[config.mk]
export PLATFORM = sky130hd
export DESIGN_NAME = burst_addr_gen
export DESIGN_NICKNAME = d
export VERILOG_FILES = /design/src/rtl/burst_pkg.sv /design/src/rtl/burst_rst_sync.sv /design/src/rtl/burst_beat_ctr.sv /design/src/rtl/burst_ofs_map.sv /design/src/rtl/burst_addr_gen.sv
export SDC_FILE = /design/constraint.sdc
export NUM_CORES = 1
export LEC_CHECK = 0
export BUFFER_PORTS_ARGS = -buffer_cell sky130_fd_sc_hd__clkbuf_2
export CELL_PAD_IN_SITES_DETAIL_PLACEMENT = 2
export CELL_PAD_IN_SITES_GLOBAL_PLACEMENT = 2
export CORE_AREA = 5 5 42 44
export CTS_CLUSTER_SIZE = 24
export DETAILED_ROUTE_END_ITERATION = 10
export DIE_AREA = 0 0 47 49
export GPL_TIMING_DRIVEN = 0
export PLACE_DENSITY_LB_ADDON = 0.1
export SETUP_SLACK_MARGIN = 0.15
export SYNTH_ARGS = -nofsm -noshare
export SYNTH_HDL_FRONTEND = slang
export SYNTH_HIERARCHICAL = 1
export SYNTH_SLANG_ARGS = --single-unit
[constraint.sdc]
create_clock -name clk -period 1.6 [get_ports clk]
set_clock_uncertainty 0.2 [all_clocks]
set_input_delay 0.08 -clock clk [delete_from_list [all_inputs] [get_ports clk]]
set_output_delay 0.08 -clock clk [all_outputs]
set_load 0.01 [all_outputs]
[src/rtl/burst_pkg.sv]
package burst_pkg;
  typedef enum logic {
    ORD_LINEAR     = 1'b0,
    ORD_INTERLEAVE = 1'b1
  } burst_order_e;
endpackage

[src/rtl/burst_rst_sync.sv]
// Asynchronous assertion, two-stage synchronous release.
module burst_rst_sync #(
  parameter int STAGES = 2
) (
  input  logic clk,
  input  logic rst_n,
  output logic rst_sync_n
);
  logic [STAGES-1:0] chain_q;
  logic [STAGES-1:0] chain_d;

  always_comb begin
    chain_d = {chain_q[STAGES-2:0], 1'b1};
  end

  always_ff @(posedge clk or negedge rst_n) begin
    if (!rst_n) chain_q <= '0;
    else        chain_q <= chain_d;
  end

  assign rst_sync_n = chain_q[STAGES-1];
endmodule

[src/rtl/burst_beat_ctr.sv]
// Holds the captured start offset and the wrapping beat number.
module burst_beat_ctr #(
  parameter int OFS_W = 2
) (
  input  logic             clk,
  input  logic             rst_n,
  input  logic             load_i,
  input  logic             adv_i,
  input  logic [OFS_W-1:0] start_i,
  output logic [OFS_W-1:0] start_o,
  output logic [OFS_W-1:0] beat_o
);
  logic [OFS_W-1:0] start_q, start_d;
  logic [OFS_W-1:0] beat_q,  beat_d;
  logic             start_en, beat_en;

  always_comb begin
    start_en = load_i;
    beat_en  = load_i | adv_i;
    start_d  = start_i;
    if (load_i) beat_d = '0;                    // load has priority
    else        beat_d = beat_q + OFS_W'(1);    // natural wrap
  end

  always_ff @(posedge clk or negedge rst_n) begin
    if (!rst_n) begin
      start_q <= '0;
      beat_q  <= '0;
    end else begin
      if (start_en) start_q <= start_d;
      if (beat_en)  beat_q  <= beat_d;
    end
  end

  assign start_o = start_q;
  assign beat_o  = beat_q;
endmodule

[src/rtl/burst_ofs_map.sv]
// Maps start offset and beat number to the visible offset.
module burst_ofs_map #(
  parameter int OFS_W = 2
) (
  input  logic                    order_i,
  input  logic [OFS_W-1:0]        start_i,
  input  logic [OFS_W-1:0]        beat_i,
  output logic [OFS_W-1:0]        ofs_o
);
  import burst_pkg::*;
  logic [OFS_W-1:0] lin_ofs;
  logic [OFS_W-1:0] ilv_ofs;

  always_comb begin
    lin_ofs = start_i + beat_i;
  end

  for (genvar b = 0; b < OFS_W; b++) begin : g_ilv
    assign ilv_ofs[b] = start_i[b] ^ beat_i[b];
  end

  always_comb begin
    if (burst_order_e'(order_i) == ORD_INTERLEAVE) ofs_o = ilv_ofs;
    else                                           ofs_o = lin_ofs;
  end
endmodule

[src/rtl/burst_addr_gen.sv]
module burst_addr_gen #(
  parameter int OFS_W = 2
) (
  input  logic             clk,
  input  logic             rst_n,
  input  logic             load_i,
  input  logic [OFS_W-1:0] start_ofs_i,
  input  logic             adv_i,
  input  logic             order_i,
  output logic [OFS_W-1:0] ofs_o,
  output logic             last_o
);
  localparam logic [OFS_W-1:0] LAST_BEAT = {OFS_W{1'b1}};

  logic             rst_int_n;
  logic [OFS_W-1:0] start_q;
  logic [OFS_W-1:0] beat_q;

  burst_rst_sync #(.STAGES(2)) u_rst (
    .clk        (clk),
    .rst_n      (rst_n),
    .rst_sync_n (rst_int_n)
  );

  burst_beat_ctr #(.OFS_W(OFS_W)) u_ctr (
    .clk     (clk),
    .rst_n   (rst_int_n),
    .load_i  (load_i),
    .adv_i   (adv_i),
    .start_i (start_ofs_i),
    .start_o (start_q),
    .beat_o  (beat_q)
  );

  burst_ofs_map #(.OFS_W(OFS_W)) u_map (
    .order_i (order_i),
    .start_i (start_q),
    .beat_i  (beat_q),
    .ofs_o   (ofs_o)
  );

  assign last_o = (beat_q == LAST_BEAT);
endmodule

==> flow_summary.ini, run 1 <==
[status]
status = completed

[routing]
dr.pass1.iters = 1
avgViaCountPerCell = 3.84
drtAntennaViolNets = 0
dr.first_iter.drc_count = 0
drc = 0
vias = 211
routedWlPerCell_um = 10.4
routed_wl_um = 572

[synthesis]
syn_nets = 27
netlist_area_sq_um = 254
ys_ff_latch = 6
post_synth_num_cell_types = 11
yosysSeqAreaShare_pct = 59.1
yosysWarnings = 6
synthCells = 19
synth.avg_cell_area_sq_um = 13.4

[power_and_ir_drop]
leakage_nw = 0.197
ir_worst_vdd_mv = 0.373
power_density_mw_per_mm2 = 892

[clock_network]
cts_tree = done
clock_path_buffers = 2
clkLatencyLatePin_ns = 0.24
ctsRootBufferMaster = clkbuf_4
cts_buffers = 3
clk_pin_slew_worst_paths_ns = 0.04
clock_sinks = 6
htree_levels = 1

[global_routing]
grt_usage_pct = 6.22
grt_pass1_wl_um = 993
grt_max_degree = 5
grt_pass1_vias = 234
gr-total-overflow = 0
grt_antenna_before_repair = 0

[die]
die_h_um = 49
rows = 14
start_util_pct = 18.1
die_w_um = 47
die-area_sq_mm = 0.00230
num_io_pins = 10
coreArea_sq_mm = 0.00140

[setup_path]
cp.required_ns = 1.32
endpoint_kind = output port
r2r_cells = 3
cpPeakStageDelay_ns = 0.38
cp-startpoint = u_ctr/start_o[0]
cp-endpoint = ofs_o[1]
timing.rr.end = u_ctr/beat_o[1]
cp.arrival_ns = 1.18
cpMaxStageDelayCell = dfrtp_1
r2r-start = u_ctr/beat_o[0]
crit_chain = ha_2 > nor2b_4 > xnor2_1 > buf_2
cp_max_fo = 2
path_class = reg -> out
ff2ff_setup_slack_ns = 0.47
start_kind = flop

[run]
cap_violations = 0

[placement]
gp_congestion = 0.586
dp_cells = 44
port_buffers = 9
place_ws_ns = 0.295

[sta]
min_period_ns = 1.46
drv_slew = 0
setup_violations = 0
period_share_pct = 91.2
rsz0062_at_grt = yes
fmax_mhz = 685
setup_ws_ns = 0.141
hold_violations = 0
setup_tns_ns = 0

[cells_and_area]
drive_gt1_share_pct = 43.6
layout_commonest_cell = clkbuf_2
fin_nets = 49
mostFrequentLayoutCells = clkbuf_2, dlygate4sd3_1, dfrtp_1, clkbuf_4, xnor2_1
instances_no_fill = 55
utilization_pct = 30.6
fillers = 168
antenna_cells = 0
area_delta_synth_final_pct = 69.0

[min_path]
hold_path_class = reg -> reg
hp-start = u_rst/chain_q[0]
[cells by family (layout without fill, tap and decap cells)]
kind of cell,Yosys count,count (layout),synth area share [%]
xor+xnor,3,3,10.3
mux,2,2,8.87
simple gates,4,4,9.36
buf+inv,0,20,0
fa+ha+maj,1,1,4.93
compound gates,2,2,5.91
other cells,1,1,1.48
flops,6,6,59.1
[stage by stage]
stage	hold WS, ns	area [sq um]	power (W)
floorplan	-0.416	254	0.000209
global placement	-0.335	319	0.000232
detailed placement	-0.330	319	0.000235
CTS	0.166	429	0.000394
global route	0.170	429	0.000413
finish	0.156	429	0.000383
[critical path, delay by kind of cell, from the launching register on]
kind                     cells  cell delay, ns
flip-flops                   1            0.38
adder cells (fa/ha/maj)      1            0.18
buffers and inverters        1            0.14
AND/OR/NAND/NOR              1            0.12
XOR/XNOR                     1            0.12
[worst min path at each step]
stage | end | depth (start not counted)
after floorplan | u_rst/chain_q[0] | 0
after global placement | u_rst/chain_q[0] | 1
after detailed placement | u_rst/chain_q[1] | 1
after CTS | u_rst/chain_q[1] | 0
after global routing | u_rst/chain_q[1] | 0
final | u_rst/chain_q[1] | 0
[Yosys cell counts]
cell	n	area, sq um
conb_1	1	3.75
a21oi_1	1	5.00
nor2_1	1	3.75
ha_1	1	12.5
nand3b_1	1	7.51
xnor2_1	3	26.3
dfrtp_1	6	150
a21bo_1	1	10.0
and2_1	1	6.26
mux2_2	2	22.5
nor2b_1	1	6.26
[flip-flops by register name (all words and copies together) (netlist names)]
name / count
u_ctr/beat_o: 2
u_rst/chain_q: 2
u_ctr/start_o: 2
[power by group]
group	total (W)	internal [W]	leakage (nW)	switching [W]
logic	0.0000789	0.0000473	0.110	0.0000316
registers	0.000172	0.000164	0.0732	0.00000799
clock network	0.000131	0.0000843	0.0138	0.0000471
total	0.000383	0.000296	0.197	0.0000867
[routing by layer]
metal	track usage (%)	vias up	share of wire, %
li1	-	101	-
met1	6.46	101	36
met2	9.73	7	53
met3	1.48	2	7.9
met4	5.53	0	3.0
met5	0	-	0
[layout make-up]
| cell class | instances | area, sq um | share of cell area (%) |
|---|---|---|---|
| clock buffer | 3 | 22.5 | 5.25 |
| multi-input combinational | 13 | 114 | 26.5 |
| sequential | 6 | 150 | 35.0 |
| tap | 16 | 20.0 | 4.66 |
| timing repair buffer | 17 | 123 | 28.6 |
[timing repair]
item	in CTS	in global routing
buffers inserted	1	0
hold endpoints to repair	10	0
resized for setup	3	1
hold buffers	7	0
pin swaps	2	2
setup endpoints to repair	1	1
Note: power is estimated with default switching activity, not from simulation.
==> run 2: changes to the inputs <==
--- a/config.mk
+++ b/config.mk
@@ -14,7 +14,7 @@
 export DIE_AREA = 0 0 47 49
 export GPL_TIMING_DRIVEN = 0
 export PLACE_DENSITY_LB_ADDON = 0.1
-export SETUP_SLACK_MARGIN = 0.15
+export SETUP_SLACK_MARGIN = 0.05
 export SYNTH_ARGS = -nofsm -noshare
 export SYNTH_HDL_FRONTEND = slang
 export SYNTH_HIERARCHICAL = 1
==> flow_summary.ini, run 2 (synthesis results as in run 1) <==
[status]
status = completed

[routing]
dr.pass1.iters = 1
routedWlPerCell_um = 10.3
dr.first_iter.drc_count = 0
drtAntennaViolNets = 0
routed_wl_um = 566
drc = 0
vias = 211
avgViaCountPerCell = 3.84

[die]
die_h_um = 49
die_w_um = 47
start_util_pct = 18.1
rows = 14
num_io_pins = 10
die-area_sq_mm = 0.00230
coreArea_sq_mm = 0.00140

[sta]
drv_slew = 0
period_share_pct = 92.5
hold_violations = 0
fmax_mhz = 676
rsz0062_at_grt = no
setup_violations = 0
min_period_ns = 1.48
setup_tns_ns = 0

[cells_and_area]
design_area_sq_um = 429
area_delta_synth_final_pct = 69.0
drive_gt1_share_pct = 43.6
fin_nets = 49
layout_commonest_cell = clkbuf_2
mostFrequentLayoutCells = clkbuf_2, dlygate4sd3_1, dfrtp_1, clkbuf_4, xnor2_1
antenna_cells = 0

[power_and_ir_drop]
ir_worst_vdd_mv = 0.373
power_density_mw_per_mm2 = 891
leakage_nw = 0.197

[setup_path]
start_kind = flop
endpoint_kind = output port
path_depth = 4
path_buf_inv = 1
path_class = reg -> out
critPathTopFamily = flip-flops
cp_max_fo = 2
r2r_cells = 3
cp.arrival_ns = 1.20
crit_chain = ha_2 > nor2b_4 > xnor2_1 > buf_2
cpPeakStageDelay_ns = 0.39
cpMaxStageDelayCell = dfrtp_1
ff2ff_setup_slack_ns = 0.48
timing.rr.end = u_ctr/beat_o[1]
cp.required_ns = 1.32
r2r-start = u_ctr/beat_o[0]

[clock_network]
clock_sinks = 6
clk_pin_slew_worst_paths_ns = 0.04
htree_levels = 1
clkLatencyLatePin_ns = 0.24
ctsRootBufferMaster = clkbuf_4
cts_tree = done
cts_buffers = 3
clock_path_buffers = 2

[placement]
port_buffers = 9
gp_congestion = 0.586
placed_area_sq_um = 319

[min_path]
whs_path_depth = 0
hp-start = u_rst/chain_q[0]
holdPathEnd = u_rst/chain_q[1]
hold_path_class = reg -> reg

[global_routing]
gr-total-overflow = 0
grt_max_degree = 5
grt_antenna_before_repair = 0
grt_pass1_vias = 230
grt_usage_pct = 6.08
grt_pass1_wl_um = 966

[run]
cap_violations = 0
## run 2: power breakdown
part | switching (W) | internal, W
Sequential | 0.00000778 | 0.000164
Combinational | 0.0000313 | 0.0000473
Clock | 0.0000471 | 0.0000843
Total | 0.0000862 | 0.000296
## run 2: per-layer routing
layer	routed length (um)	vias up	part of all wire [%]	track usage, %
met2	304	7	54	9.73
li1	-	101	-	-
met3	45	2	8.0	1.48
met4	17	0	3.0	5.53
met5	0	-	0	0
met1	199	101	35	6.01
## run 2: worst max-delay path by stage
| stage | from | endpoint |
|---|---|---|
| 3_5_place_dp | u_ctr/beat_o[0] | ofs_o[1] |
| 3_3_place_gp | u_ctr/beat_o[0] | ofs_o[1] |
| 5_1_grt | u_ctr/beat_o[0] | ofs_o[1] |
| 6_report | u_ctr/beat_o[0] | ofs_o[1] |
| 4_1_cts | u_ctr/start_o[0] | ofs_o[1] |
| 2_1_floorplan | u_ctr/beat_o[0] | ofs_o[1] |
## run 2: timing repair
action / in CTS / in global routing
gates resized for setup: 0 / 4
endpoints found under the setup margin: 1 / 1
hold endpoints to repair: 10 / 0
setup buffers: 1 / 0
hold buffers: 7 / 0
pin swaps: 0 / 2
## run 2: worst register-to-register path: cells and delay by family (launching register included)
family / cells / cell delay [ns]
AO/OA/AOI/OAI: 2 / 0.30
buffers and inverters: 1 / 0.15
flip-flops: 1 / 0.39
## run 2: stage by stage
stage                     utilization [%]  total power [W]  instances  worst slack, ns  hold slack (ns)
after detailed placement             22.8         0.000235         44            0.295           -0.330
final                                30.6         0.000382         55            0.120            0.156
after floorplan                         -         0.000209         19            0.389           -0.416
after global placement               22.8         0.000232         44            0.325           -0.335
after global routing                 30.6         0.000413         55           0.0582            0.170
after CTS                            29.9         0.000391         55           0.0735            0.166
## run 2: layout make-up
| class | count | area, sq um |
|---|---|---|
| clock buffer | 3 | 22.5 |
| multi-input combinational | 13 | 114 |
| fill | 168 | 972 |
| tap | 16 | 20.0 |
| sequential | 6 | 150 |
| timing repair buffer | 17 | 123 |
==> run 3: changes to the inputs <==
--- a/config.mk
+++ b/config.mk
@@ -8,10 +8,10 @@
 export BUFFER_PORTS_ARGS = -buffer_cell sky130_fd_sc_hd__clkbuf_2
 export CELL_PAD_IN_SITES_DETAIL_PLACEMENT = 2
 export CELL_PAD_IN_SITES_GLOBAL_PLACEMENT = 2
-export CORE_AREA = 5 5 42 44
+export CORE_AREA = 2 2 39 41
 export CTS_CLUSTER_SIZE = 24
 export DETAILED_ROUTE_END_ITERATION = 10
-export DIE_AREA = 0 0 47 49
+export DIE_AREA = 0 0 41 43
 export GPL_TIMING_DRIVEN = 0
 export PLACE_DENSITY_LB_ADDON = 0.1
 export SETUP_SLACK_MARGIN = 0.05
==> constraint.sdc (replaced) <==
create_clock -name clk -period 1.6 [get_ports clk]
set_clock_uncertainty 0.2 [all_clocks]
set_input_delay 0 -clock clk [delete_from_list [all_inputs] [get_ports clk]]
set_output_delay 0 -clock clk [all_outputs]
set_load 0.01 [all_outputs]
==> flow_summary.ini, run 3 (synthesis results as in run 1) <==
[status]
status = completed

[cells_and_area]
fin_nets = 49
drive_gt1_share_pct = 38.5
mostFrequentLayoutCells = clkbuf_2, dlygate4sd3_1, dfrtp_1, clkbuf_4, xnor2_1
area_delta_synth_final_pct = 65.0
antenna_cells = 0
layout_commonest_cell = clkbuf_2
design_area_sq_um = 419

[routing]
drtAntennaViolNets = 0
routedWlPerCell_um = 10.0
routed_wl_um = 552
vias = 205
dr.pass1.iters = 1
drc = 0
avgViaCountPerCell = 3.73
dr.first_iter.drc_count = 0

[min_path]
holdPathEnd = ofs_o[1]
whs_path_depth = 4
hold_path_class = in -> out
hp-start = order_i

[die]
coreArea_sq_mm = 0.00138
die-area_sq_mm = 0.00176
die_w_um = 41
rows = 14
num_io_pins = 10
die_h_um = 43
start_util_pct = 18.4

[setup_path]
r2r_cells = 3
ff2ff_setup_slack_ns = 0.54
cp.required_ns = 1.40
path_class = reg -> out
cp_max_fo = 4
endpoint_kind = output port
cp.arrival_ns = 1.22
cp-startpoint = u_ctr/beat_o[0]
r2r-start = u_ctr/beat_o[0]
timing.rr.end = u_ctr/beat_o[0]
start_kind = flop

[sta]
drv_slew = 0
setup_tns_ns = 0
period_share_pct = 89.1
min_period_ns = 1.42
setup_violations = 0
hold_violations = 0
whs_ns = 0.147
setup_ws_ns = 0.175
rsz0062_at_grt = no
fmax_mhz = 702

[clock_network]
clock_path_buffers = 2
htree_levels = 1
clk_pin_slew_worst_paths_ns = 0.04
ctsRootBufferMaster = clkbuf_4
cts_buffers = 3
clkLatencyLatePin_ns = 0.24
cts_tree = done
cts.repair.resized = 0
clock_sinks = 6

[global_routing]
gr-total-overflow = 0
grt_pass1_vias = 253
grt_antenna_before_repair = 0
grt_usage_pct = 8.90
grt_max_degree = 6
grt_pass1_wl_um = 1010

[run]
cap_violations = 0

[placement]
gp_congestion = 0.614
place_ws_ns = 0.383
dp_hpwl_um = 428
port_buffers = 9
placed_area_sq_um = 319

[power_and_ir_drop]
p_total_w = 0.000382
ir_worst_vdd_mv = 0.348
leakage_nw = 0.198
power_density_mw_per_mm2 = 912
## run 3: changes by cell type in the layout (fill, tap and decap cells not counted), sizes merged
| cell | before | now |
|---|---|---|
| buf | 2 | 1 |
| clkbuf | 11 | 12 |
## run 3: per-stage QoR
step	util (%)	cells
2_1_floorplan	-	19
3_3_place_gp	23.1	44
3_5_place_dp	23.1	44
4_1_cts	30.5	55
5_1_grt	30.3	55
6_report	30.3	55
## run 3: power breakdown
part	internal (W)	switching (W)
Clock	0.0000846	0.0000503
Sequential	0.000164	0.00000814
Combinational	0.0000454	0.0000298
## run 3: how the worst max path moves through the flow
stage                           end  slack, ns  cells past startpoint
global route               ofs_o[1]       0.08                      4
detailed placement         ofs_o[1]       0.38                      4
floorplan                  ofs_o[1]       0.47                      3
global placement           ofs_o[1]       0.41                      4
finish                     ofs_o[1]       0.18                      4
CTS                 u_ctr/beat_o[0]       0.08                      3
## run 3: repair_timing
item / in CTS / in global routing
setup endpoints to repair: 0 / 2
hold buffers: 8 / 0
endpoints found under the hold margin: 10 / 0
buffers inserted: 0 / 1
## run 3: area by class of cell
type	count	area, sq um
tap	16	20.0
sequential	6	150
multi-input combinational	13	104
timing repair buffer	17	123
clock buffer	3	22.5
fill	162	965
## run 3: worst max-delay path, cell delays in order (launching register included)
cell      delay (ns)
dfrtp_1         0.40
ha_1            0.18
nor2b_1         0.13
xnor2_1         0.13
clkbuf_2        0.15
## run 3: routing by layer
metal / share of wire (%) / track usage, % / up-vias
li1: - / - / 101
met2: 56 / 14.1 / 6
met5: 0 / 0 / -
met4: 0 / 8.00 / 0
met3: 7.2 / 1.57 / 0
met1: 36 / 9.21 / 98
